File: src/rtl/flush_pkg.sv
package flush_pkg;

  typedef enum logic [2:0] {
    ST_IDLE = 3'd0,
    ST_SCAN = 3'd1,
    ST_WB   = 3'd2,
    ST_INV  = 3'd3,
    ST_ACK  = 3'd4
  } flushState_t;

  // strobes from control to datapath
  typedef struct packed {
    logic idxClr;
    logic idxInc;
    logic doneSet;
  } flushStrb_t;

endpackage

File: src/rtl/flush_ctrl.sv
module flush_ctrl
  import flush_pkg::*;
(
  input  logic       clk,
  input  logic       rstN,
  input  logic       startPulse,
  input  logic       lineValid,
  input  logic       lineDirty,
  input  logic       lastIdx,
  input  logic       busRdy,
  input  logic       backoff,
  input  logic       holdReq,
  input  logic       addrHold,
  input  logic       wbufEmpty,
  output logic       wbReq,
  output logic       invStrobe,
  output logic       ackReq,
  output logic       busy,
  output flushStrb_t strb
);

  flushState_t stateQ, stateD;
  logic        busStall;
  logic        needWb;

  assign busStall = backoff | holdReq | addrHold;
  assign needWb   = lineValid & lineDirty;
  assign busy     = (stateQ != ST_IDLE);

  always_comb begin
    stateD    = stateQ;
    strb      = '0;
    wbReq     = 1'b0;
    invStrobe = 1'b0;
    ackReq    = 1'b0;
    case (stateQ)
      ST_IDLE: begin
        if (startPulse) begin
          strb.idxClr = 1'b1;
          stateD      = ST_SCAN;
        end
      end
      ST_SCAN: begin
        if (needWb) begin
          stateD = ST_WB;
        end else begin
          invStrobe   = 1'b1;
          strb.idxInc = 1'b1;
          stateD      = lastIdx ? ST_ACK : ST_SCAN;
        end
      end
      ST_WB: begin
        wbReq = ~busStall & wbufEmpty;
        if (wbReq && busRdy) stateD = ST_INV;
      end
      ST_INV: begin
        invStrobe   = 1'b1;
        strb.idxInc = 1'b1;
        stateD      = lastIdx ? ST_ACK : ST_SCAN;
      end
      ST_ACK: begin
        ackReq = ~busStall;
        if (ackReq && busRdy) begin
          strb.doneSet = 1'b1;
          stateD       = ST_IDLE;
        end
      end
      default: stateD = ST_IDLE;
    endcase
  end

  always_ff @(posedge clk) begin
    if (!rstN) stateQ <= ST_IDLE;
    else       stateQ <= stateD;
  end

  // a dirty line is struck only after its writeback was accepted
  a_r4_inv_after_rdy: assert property (@(posedge clk) disable iff (!rstN)
    (stateQ == ST_INV) |-> $past(wbReq && busRdy));

  // an unaccepted or abandoned writeback keeps the same line pending
  a_r5_hold_line: assert property (@(posedge clk) disable iff (!rstN)
    (stateQ == ST_WB && !(wbReq && busRdy)) |=> (stateQ == ST_WB));

endmodule

File: src/rtl/flush_dpath.sv
module flush_dpath
  import flush_pkg::*;
#(
  parameter int LINES = 16
) (
  input  logic                     clk,
  input  logic                     rstN,
  input  flushStrb_t               strb,
  output logic [$clog2(LINES)-1:0] lineIdx,
  output logic                     lastIdx,
  output logic                     donePulse
);

  localparam int IDX_W = $clog2(LINES);
  localparam logic [IDX_W-1:0] IDX_LAST = IDX_W'(LINES - 1);

  logic [IDX_W-1:0] idxQ;
  logic             doneQ;

  always_ff @(posedge clk) begin
    if (!rstN) begin
      idxQ  <= '0;
      doneQ <= 1'b0;
    end else begin
      doneQ <= strb.doneSet;
      if (strb.idxClr)      idxQ <= '0;
      else if (strb.idxInc) idxQ <= (idxQ == IDX_LAST) ? '0 : idxQ + 1'b1;
    end
  end

  assign lineIdx   = idxQ;
  assign lastIdx   = (idxQ == IDX_LAST);
  assign donePulse = doneQ;

  // completion pulse lasts a single cycle
  a_r9_done_single: assert property (@(posedge clk) disable iff (!rstN)
    donePulse |=> !donePulse);

endmodule

File: src/rtl/flush_sequencer.sv
module flush_sequencer
  import flush_pkg::*;
#(
  parameter int LINES = 16
) (
  input  logic                     clk,
  input  logic                     rstN,
  input  logic                     startPulse,
  output logic                     busy,
  output logic [$clog2(LINES)-1:0] lineIdx,
  input  logic                     lineValid,
  input  logic                     lineDirty,
  output logic                     invStrobe,
  output logic                     wbReq,
  output logic                     ackReq,
  input  logic                     busRdy,
  input  logic                     backoff,
  input  logic                     holdReq,
  input  logic                     addrHold,
  input  logic                     wbufEmpty,
  output logic                     donePulse
);

  flushStrb_t strb;
  logic       lastIdx;

  flush_ctrl ctrl_i (
    .clk        (clk),
    .rstN       (rstN),
    .startPulse (startPulse),
    .lineValid  (lineValid),
    .lineDirty  (lineDirty),
    .lastIdx    (lastIdx),
    .busRdy     (busRdy),
    .backoff    (backoff),
    .holdReq    (holdReq),
    .addrHold   (addrHold),
    .wbufEmpty  (wbufEmpty),
    .wbReq      (wbReq),
    .invStrobe  (invStrobe),
    .ackReq     (ackReq),
    .busy       (busy),
    .strb       (strb)
  );

  flush_dpath #(.LINES(LINES)) dpath_i (
    .clk       (clk),
    .rstN      (rstN),
    .strb      (strb),
    .lineIdx   (lineIdx),
    .lastIdx   (lastIdx),
    .donePulse (donePulse)
  );

  // every walk starts at line 0
  a_r2_walk_from_zero: assert property (@(posedge clk) disable iff (!rstN)
    $rose(busy) |-> (lineIdx == '0));

  // completion follows the acknowledge bus-ready by one cycle
  a_r9_done_after_ack: assert property (@(posedge clk) disable iff (!rstN)
    donePulse |-> $past(ackReq && busRdy));

  // a start pulse during a flush does not end or restart it
  a_r10_start_ignored: assert property (@(posedge clk) disable iff (!rstN)
    (busy && startPulse && !ackReq) |=> busy);

endmodule

File: config.mk
export PLATFORM = sky130hd
export DESIGN_NAME = flush_sequencer
export DESIGN_NICKNAME = d
export VERILOG_FILES = /design/src/rtl/flush_pkg.sv /design/src/rtl/flush_ctrl.sv /design/src/rtl/flush_dpath.sv /design/src/rtl/flush_sequencer.sv
export SDC_FILE = /design/constraint.sdc
export NUM_CORES = 1
export LEC_CHECK = 0
export ABC_AREA = 1
export BUFFER_PORTS_ARGS = -buffer_cell sky130_fd_sc_hd__buf_2
export CAP_MARGIN = 5
export CORE_AREA = 2 2 39 41
export CTS_BUF_LIST = sky130_fd_sc_hd__clkbuf_8
export DETAILED_ROUTE_END_ITERATION = 10
export DIE_AREA = 0 0 41 43
export MAX_ROUTING_LAYER = met4
export SLEW_MARGIN = 20
export SYNTH_ARGS = -nofsm -noshare
export SYNTH_HDL_FRONTEND = slang
export SYNTH_SLANG_ARGS = --single-unit
File: constraint.sdc
create_clock -name clk -period 1.7 [get_ports clk]
set_clock_uncertainty 0.2 [all_clocks]
set_input_delay 0.34 -clock clk [delete_from_list [all_inputs] [get_ports clk]]
set_output_delay 0.34 -clock clk [all_outputs]
set_load 0.01 [all_outputs]
; ---- Yosys cells after proc, flatten, opt, wreduce, memory -nomap -nowiden
; Cells that the tools add are included.
[word_totals]
reg_bits = 8
latch_bits = 0
ram_bits = 0
rom_bits = 0
inputBits = 10
out_inout_bits = 9
elab_cells = 39
n_memories = 0
[op_classes]
n_addsub = 1
n_mul = 0
div = 0
magnitude_cmp = 0
n_eq_ne = 8
n_shift = 0
n_mux = 14
n_bitwise = 6
reduce_logical = 7
[ops]
columns = operator, n
row1 = $mux 3, 5
row2 = $pmux 3 s5, 1
row3 = $eq 3x2->1 const B, 2
row4 = $mux 1, 6
row5 = $add 4x1->4 const B, 1
row6 = $eq 4x4->1 const B, 1
row7 = $mux 4, 1
row8 = $ne 2x1->1 const B, 2
row9 = $eq 3x1->1 const B, 1
row10 = $eq 3x3->1 const B, 1
row11 = $logic_not 3->1, 1
row12 = $reduce_and 3->1, 1
row13 = $reduce_bool 3->1, 1
row14 = $and 1x1->1, 2
row15 = $logic_and 1x1->1, 2
row16 = $ne 2x2->1 const B, 1
row17 = $not 1->1, 2
row18 = $or 1x1->1, 2
row19 = $pmux 1 s2, 1
row20 = $reduce_and 2->1, 1
row21 = $reduce_or 2->1, 1

; ---- Longest topological paths before layout
; Gate-level depths: netlist of the first run.
[logic_depth]
ltp_word = 7
depth_mapped = 8
mapped_depth_nobuf = 8

; ---- Hierarchy
; From an unflattened synthesis of the first run, not the netlist that was laid out.
[hier_totals]
cells_unflattened = 77
hier_area_um2 = 499.2
[modules_own_cells]
columns = module, instances, cells_each, area_each_um2, seq_area_each_um2
row1 = flush_ctrl, 1, 45, 269.0, 60.1
row2 = flush_dpath, 1, 32, 230.2, 100.1

; ---- Worst setup path after synthesis of the first run
; OpenSTA, ideal clock, no wires.
[synth_path]
path_kind = input-to-output
from = input holdReq
to = output wbReq
t_arrival_ns = 0.939
required_time_ns = 1.160
path_slack_ns = 0.221
stages = 3
path_buffers = 0
cell_sequence = nor2_1 > nand3_1 > nor4_1
[synth_between]
elab_chain_len = 5
[synth_lines]
columns = element, line
row1 = from (decl), flush_sequencer.sv:18  ; input logic holdReq,
row2 = $or 1x1->1 (2 in series), flush_ctrl.sv:26  ; assign busStall = backoff | holdReq | addrHold;
row3 = $not 1->1, flush_ctrl.sv:53  ; wbReq = ~busStall & wbufEmpty;
row4 = $and 1x1->1, flush_ctrl.sv:53
row5 = $mux 1, flush_ctrl.sv:36  ; case (stateQ)
row6 = to (decl), flush_sequencer.sv:14  ; output logic wbReq,
; Every way passes these cells.

; ---- Worst setup path after layout of the first run
[layout_path]
from = register ctrl_i.stateQ[2]
to = output wbReq
[layout_between]
elab_chain_len = 2
[layout_lines]
columns = element, line
row1 = from (decl), flush_ctrl.sv:22  ; flushState_t stateQ, stateD;
row2 = from (signal assigned), flush_ctrl.sv:74  ; else stateQ <= stateD;
row3 = $eq 3x2->1, flush_ctrl.sv:36
row4 = $mux 1, flush_ctrl.sv:36
; Every way passes these cells.

==> results of run 1 <==
-- Yosys cell counts --
master	number	area [um^2]
nor2_1	9	33.78
inv_1	12	45.04
nand2_2	2	12.51
xor2_1	1	8.760
dfxtp_1	8	160.2
nand4_1	1	6.260
nand3_1	7	35.03
a21oi_1	3	15.01
inv_4	1	6.260
nor3_1	5	25.02
nand4_2	1	12.51
nor2_2	1	6.260
o21ai_0	3	15.01
inv_2	1	3.750
nand2_1	11	41.29
ha_1	1	12.51
nor4_1	1	6.260
-- worst reg2reg max path: stages, from the launching register on --
cell and delay, ps:
dfxtp_1 310, buf_4 150, nor2_2 110, nand2_2 80, buf_4 150, o21ai_0 140, nand2_1 60, nor2_1 70
-- repair_timing --
item | in CTS | in global routing
pin swaps | 1 | 0
setup endpoints to repair | 2 | 3
setup buffers | 1 | 0
gates cloned | 0 | 0
gates resized for setup | 1 | 5
hold endpoints to repair | 0 | 0
-- per-stage QoR --
stage	setup slack, ps	util, %	std cells	hold slack (ps)	power, mW
after floorplan	221.4	-	68	303.0	0.2445
after global placement	142.8	40.69	103	289.9	0.2683
after detailed placement	84.98	40.69	103	292.7	0.2697
after CTS	26.10	44.57	107	208.7	0.5027
after global routing	0.2829	45.48	107	238.6	0.5274
final	60.09	45.48	107	208.2	0.4967
-- logic make-up (layout without fill, tap and decap cells) --
logic type / after synthesis / count (layout) / share of synthesized area [%]
buf+inv: 14 / 37 / 12.36
flops: 8 / 8 / 35.95
compound gates: 6 / 6 / 6.740
fa+ha+maj: 1 / 1 / 2.809
xor+xnor: 1 / 1 / 1.967
simple gates: 38 / 38 / 40.17
-- final cells by class --
cell class / instances / area (um^2)
Fill cell: 144 / 754.5
Multi-Input combinational cell: 46 / 246.5
Sequential cell: 8 / 161.4
Timing Repair Buffer: 20 / 105.1
Inverter: 14 / 55.05
Clock buffer: 3 / 41.29
Tap cell: 16 / 20.02
-- power groups by stage --
stage / Sequential (mW) / Clock (mW) / Combinational, mW
5_1_grt: 0.203 / 0.243 / 0.0818
4_1_cts: 0.201 / 0.232 / 0.0691
3_5_place_dp: 0.204 / 0 / 0.0659
2_1_floorplan: 0.204 / 0 / 0.0407
6_report: 0.203 / 0.224 / 0.0700
3_3_place_gp: 0.204 / 0 / 0.0640
-- cell usage in the layout, fill, tap and decap left out --
master,netlist,routed
nand3_1,7,6
nor2_2,1,1
inv_2,1,3
xor2_1,1,1
nand3_2,0,1
buf_4,0,2
nor2_1,9,9
buf_2,0,18
ha_1,1,1
nand4_2,1,1
nor4_2,0,1
dfxtp_2,0,1
nor3_2,0,1
inv_1,12,10
clkbuf_8,0,3
o21ai_0,3,3
inv_4,1,1
nand2_2,2,2
dfxtp_1,8,7
nand2_1,11,11
nor3_1,5,4
nand4_1,1,1
a21oi_1,3,3
-- routing by layer --
layer	track usage, %	wire, um	vias to the layer above
met5	-	0	-
met4	8.000	6	0
met3	4.712	64	2
met2	23.44	511	16
met1	15.16	427	216
li1	-	-	265
-- path summary, 6_finish.rpt --
| check | start | slack (ps) | endpoint |
|---|---|---|---|
| hold / removal | busRdy | 210 | dpath_i.donePulse |
| setup reg to reg | ctrl_i.stateQ[2] | 360 | dpath_i.lineIdx[2] |
| setup / recovery | ctrl_i.stateQ[2] | 60 | wbReq |
| hold reg to reg | dpath_i.lineIdx[1] | 290 | dpath_i.lineIdx[1] |
-- flip-flops by register name, summed over array words and instances, names as in the netlist --
signal	flops
dpath_i.donePulse	1
ctrl_i.stateQ	3
dpath_i.lineIdx	4
==> results.toml, run 1 <==
[critical_path]
worst-setup-path-type = "flop to primary output"
worstPathCellList = "buf_4 -> nor4_2 -> buf_2"
timing.critical_path.slowest_cell_delay_ps = 310
timing.critical_path.to_type = "primary output"
cp_num_buf_inv = 2
critical_path.top_delay_family = "buffers and inverters"
worstPathArrival_ps = 1100
r2r.worst_path.cells = 7
worstSetupPathDepth = 3
critPathRequiredTime_ps = 1160
slowest_stage = "dfxtp_1"
cp_max_fo = 5
startpoint_type = "flop"

[clock_network]
maximum_clock_insertion_buffer_count = 2
worstSkewPairLatency_ps = 220
cts_made_buffers = 3
clock_tree_from_tritoncts = "yes"
ctsRootBufferMaster = "clkbuf_8"
depth_of_the_cts_h_tree = 1
post_cts_hold_fix_bufs = 0
cts.sink_count = 8
clk_pin_slew_ps = 40

[finish]
drive_above_1_share_pct = 38.46
fin_area_um2 = 629.4
synthToLayoutAreaGrowth_pct = 41.29
layout.nets = 104
antennaDiodeCount = 0

[route]
drc_violations_left = 0
detail_route.iter0.violations = 3
routed_wire_length_per_instance_um = 9.439
drtPass1Iterations = 2
antenna_violating_nets_post_route = 0
via_count = 499
detail_route.wirelength_um = 1010
avgViaCountPerCell = 4.664

[die]
floorplan.core_area_um2 = 1384
die_area_um2 = 1763
io-pin-count = 19
initial_util_pct = 32.19
die_y_um = 43
core.rowCount = 14
chip_width_um = 41

[synth]
postSynthNetCount = 79
seq_area_frac_synth_pct = 35.96
synthesis.yosys.warnings = 0
ff_latch_count_synth = 8
synth_cell_type_count = 17
synth.cell_area_um2 = 445.4
syn_area_per_cell_um2 = 6.550
cell_count_after_synthesis = 68

[run]
max_cap_viol_count = 0

[timing]
finalWorstPathRequiredPeriod_ps = 1640
setup_tns_ps = 0
max_freq_mhz = 609.8
finalHoldViolations = 0
finalSetupViolations = 0
period_share_pct = 96.47
worstMarginPinSlew_ps = 258.3
slew_viol_final = 0
rsz0062_at_grt = "no"
slew-limit-headroom_pct = 82.60

[pwr]
p_leak_nw = 0.3295
cellPowerDensity_nw_per_um2 = 789.2
power.ir.vdd_worst_mv = 0.3989
power.switching_fraction_pct = 23.98
power_switching_mw = 0.1191
p_int_mw = 0.3776
seq_power_share_pct = 40.8
part_of_the_total_power_dissipated_in_combinational_logic_pct = 14.1
power.clock.fraction_pct = 45.1

[global_routing]
maximum_number_of_pins_on_one_net_before_global_route_repair = 6
grt_antenna_before_repair = 0
grt-ovfl-total = 0
grt_pass1_vias = 447
grt_usage_pct = 14.73
grt_first_pass_wirelength_um = 1662

[placement]
dpl.hpwl_um = 819
placement.cell_area_um2 = 563.0
quantity_of_i_o_buffers_inserted_on_ports = 18
place_congestion = 0.6994

[worst_hold_path]
min_path_type = "input pin to flop"
min_delay_path_depth = 3

[outcome]
run_status = "finished clean"
Power figures use the tool's default switching activity.
==> inputs of run 2 (changes only) <==
- clock period: 1.7 -> 1.85 ns (I/O delays scaled with it)
==> run 2 against run 1 <==
Net effect:
- routed wire length is 3.8% lower
- highest routed layer unchanged
- die area stayed put
- register-to-register slack better by 140 ps
- worst setup slack better by 56 ps
- combinational power is 11% lower
- first-iteration DRC count is 100% lower
==> results.toml, run 2 (synthesis gave the netlist of run 1 again) <==
[global_routing]
grt_antenna_before_repair = 0
grt_usage_pct = 13.70
grt_first_pass_wirelength_um = 1600
grt_pass1_vias = 419
grt-ovfl-total = 0
maximum_number_of_pins_on_one_net_before_global_route_repair = 6

[pwr]
part_of_the_total_power_dissipated_in_combinational_logic_pct = 13.8
p_int_mw = 0.3443
seq_power_share_pct = 41.2
power.clock.fraction_pct = 45.0
power_switching_mw = 0.1044
cellPowerDensity_nw_per_um2 = 736.3
report.power.total_mw = 0.4487
power.switching_fraction_pct = 23.27
p_leak_nw = 0.3222
power.ir.vdd_worst_mv = 0.3551

[critical_path]
origin_of_the_critical_flop_to_flop_path = "ctrl_i.stateQ[0]"
worst-setup-path-type = "flop to primary output"
cp_max_fo = 5
critPathRequiredTime_ps = 1280
timing.critical_path.to_type = "primary output"
worstPathArrival_ps = 1160
startpoint_type = "flop"
worst_setup_path_startpoint = "ctrl_i.stateQ[1]"

[timing]
finalHoldViolations = 0
finalWorstPathRequiredPeriod_ps = 1734
setup_tns_ps = 0
period_share_pct = 93.70
slew_viol_final = 0
worstMarginPinSlew_ps = 259.1
finalSetupViolations = 0
rsz0062_at_grt = "no"
slew-limit-headroom_pct = 82.55
max_freq_mhz = 576.9

[finish]
antennaDiodeCount = 0
register_area_um2 = 160.2
nFillCells = 156
top_library_cells_by_usage_in_the_layout_fill_and_taps_aside = "buf_2 (18), inv_1 (12), nand2_1 (11), nor2_1 (9), dfxtp_1 (8)"
largest_reg_flops = 4
multiInputGateArea_um2 = 235.2
drive_above_1_share_pct = 31.11
final_common_cell = "buf_2"
synthToLayoutAreaGrowth_pct = 36.80
layout.nets = 103

[clock_network]
maximum_clock_insertion_buffer_count = 2
clk_pin_slew_ps = 40
clock_tree_from_tritoncts = "yes"
post_cts_hold_fix_bufs = 0
cts_made_buffers = 3
cts.sink_count = 8
depth_of_the_cts_h_tree = 1
ctsRootBufferMaster = "clkbuf_8"
worstSkewPairLatency_ps = 220

[placement]
place_congestion = 0.6974
quantity_of_i_o_buffers_inserted_on_ports = 18
dpl.hpwl_um = 802.2

[die]
io-pin-count = 19
die_y_um = 43
chip_width_um = 41
die_area_um2 = 1763
core.rowCount = 14
initial_util_pct = 32.19
floorplan.core_area_um2 = 1384

[worst_hold_path]
worst_hold_startpoint = "busRdy"
min_path_type = "input pin to flop"

[route]
detail_route.iter0.violations = 0
antenna_violating_nets_post_route = 0
drc_violations_left = 0
detail_route.wirelength_um = 972
routed_wire_length_per_instance_um = 9.170
avgViaCountPerCell = 4.528
via_count = 480
drtPass1Iterations = 1

[run]
max_cap_viol_count = 0

[outcome]
run_status = "finished clean"
-- run 2: changes by cell type in the layout (fill, tap and decap cells not counted), sizes merged --
cell | before | now
buf | 20 | 19
-- run 2: worst paths after layout --
path                        endpoint  slack [ps]  cells past startpoint
setup / recovery           invStrobe         120                      5
hold / removal     dpath_i.donePulse         240                      3
setup reg to reg  dpath_i.lineIdx[3]         500                      6
hold reg to reg   dpath_i.lineIdx[1]         290                      2
-- run 2: cell type report --
class	count	area share, %
clock buffers	3	6.776
multi-input cells	46	38.60
repair buffers	19	16.02
well taps	16	3.285
flip-flops and latches	8	26.28
inverters	14	9.035
-- run 2: through the flow --
step	setup WS, ps	cell area (um^2)	utilization [%]	std cells	hold WS, ps
after floorplan	311.4	445.4	-	68	303.7
after global placement	231.8	563.0	40.69	103	289.7
after detailed placement	216.2	563.0	40.69	103	292.0
after CTS	107.7	604.3	43.67	106	244.8
after global routing	1.513	609.3	44.03	106	273.3
final	116.5	609.3	44.03	106	241.7
-- run 2: timing repair --
item                                    4_1_cts  5_1_grt
resized for setup                             0        1
buffers inserted                              0        0
endpoints found under the setup margin        0        1
-- run 2: power groups by stage --
| stage | Combinational [mW] | Clock [mW] | Sequential (mW) |
|---|---|---|---|
| 2_1_floorplan | 0.0374 | 0 | 0.187 |
| 3_3_place_gp | 0.0589 | 0 | 0.188 |
| 3_5_place_dp | 0.0604 | 0 | 0.188 |
| 4_1_cts | 0.0606 | 0.209 | 0.185 |
| 5_1_grt | 0.0729 | 0.219 | 0.185 |
| 6_report | 0.0620 | 0.202 | 0.185 |
-- run 2: metal layers --
layer	track usage, %	share of wire [%]	wire (um)
met3	4.712	5.8	56
met4	4.000	1.0	10
met5	-	0	0
met1	15.16	45	441
met2	22.19	48	463
-- run 2: critical path, stage by stage, from the launching register on --
cell and delay [ps]:
dfxtp_1 300, inv_1 120, nand3_1 190, nand2_4 150, inv_4 50, buf_2 130
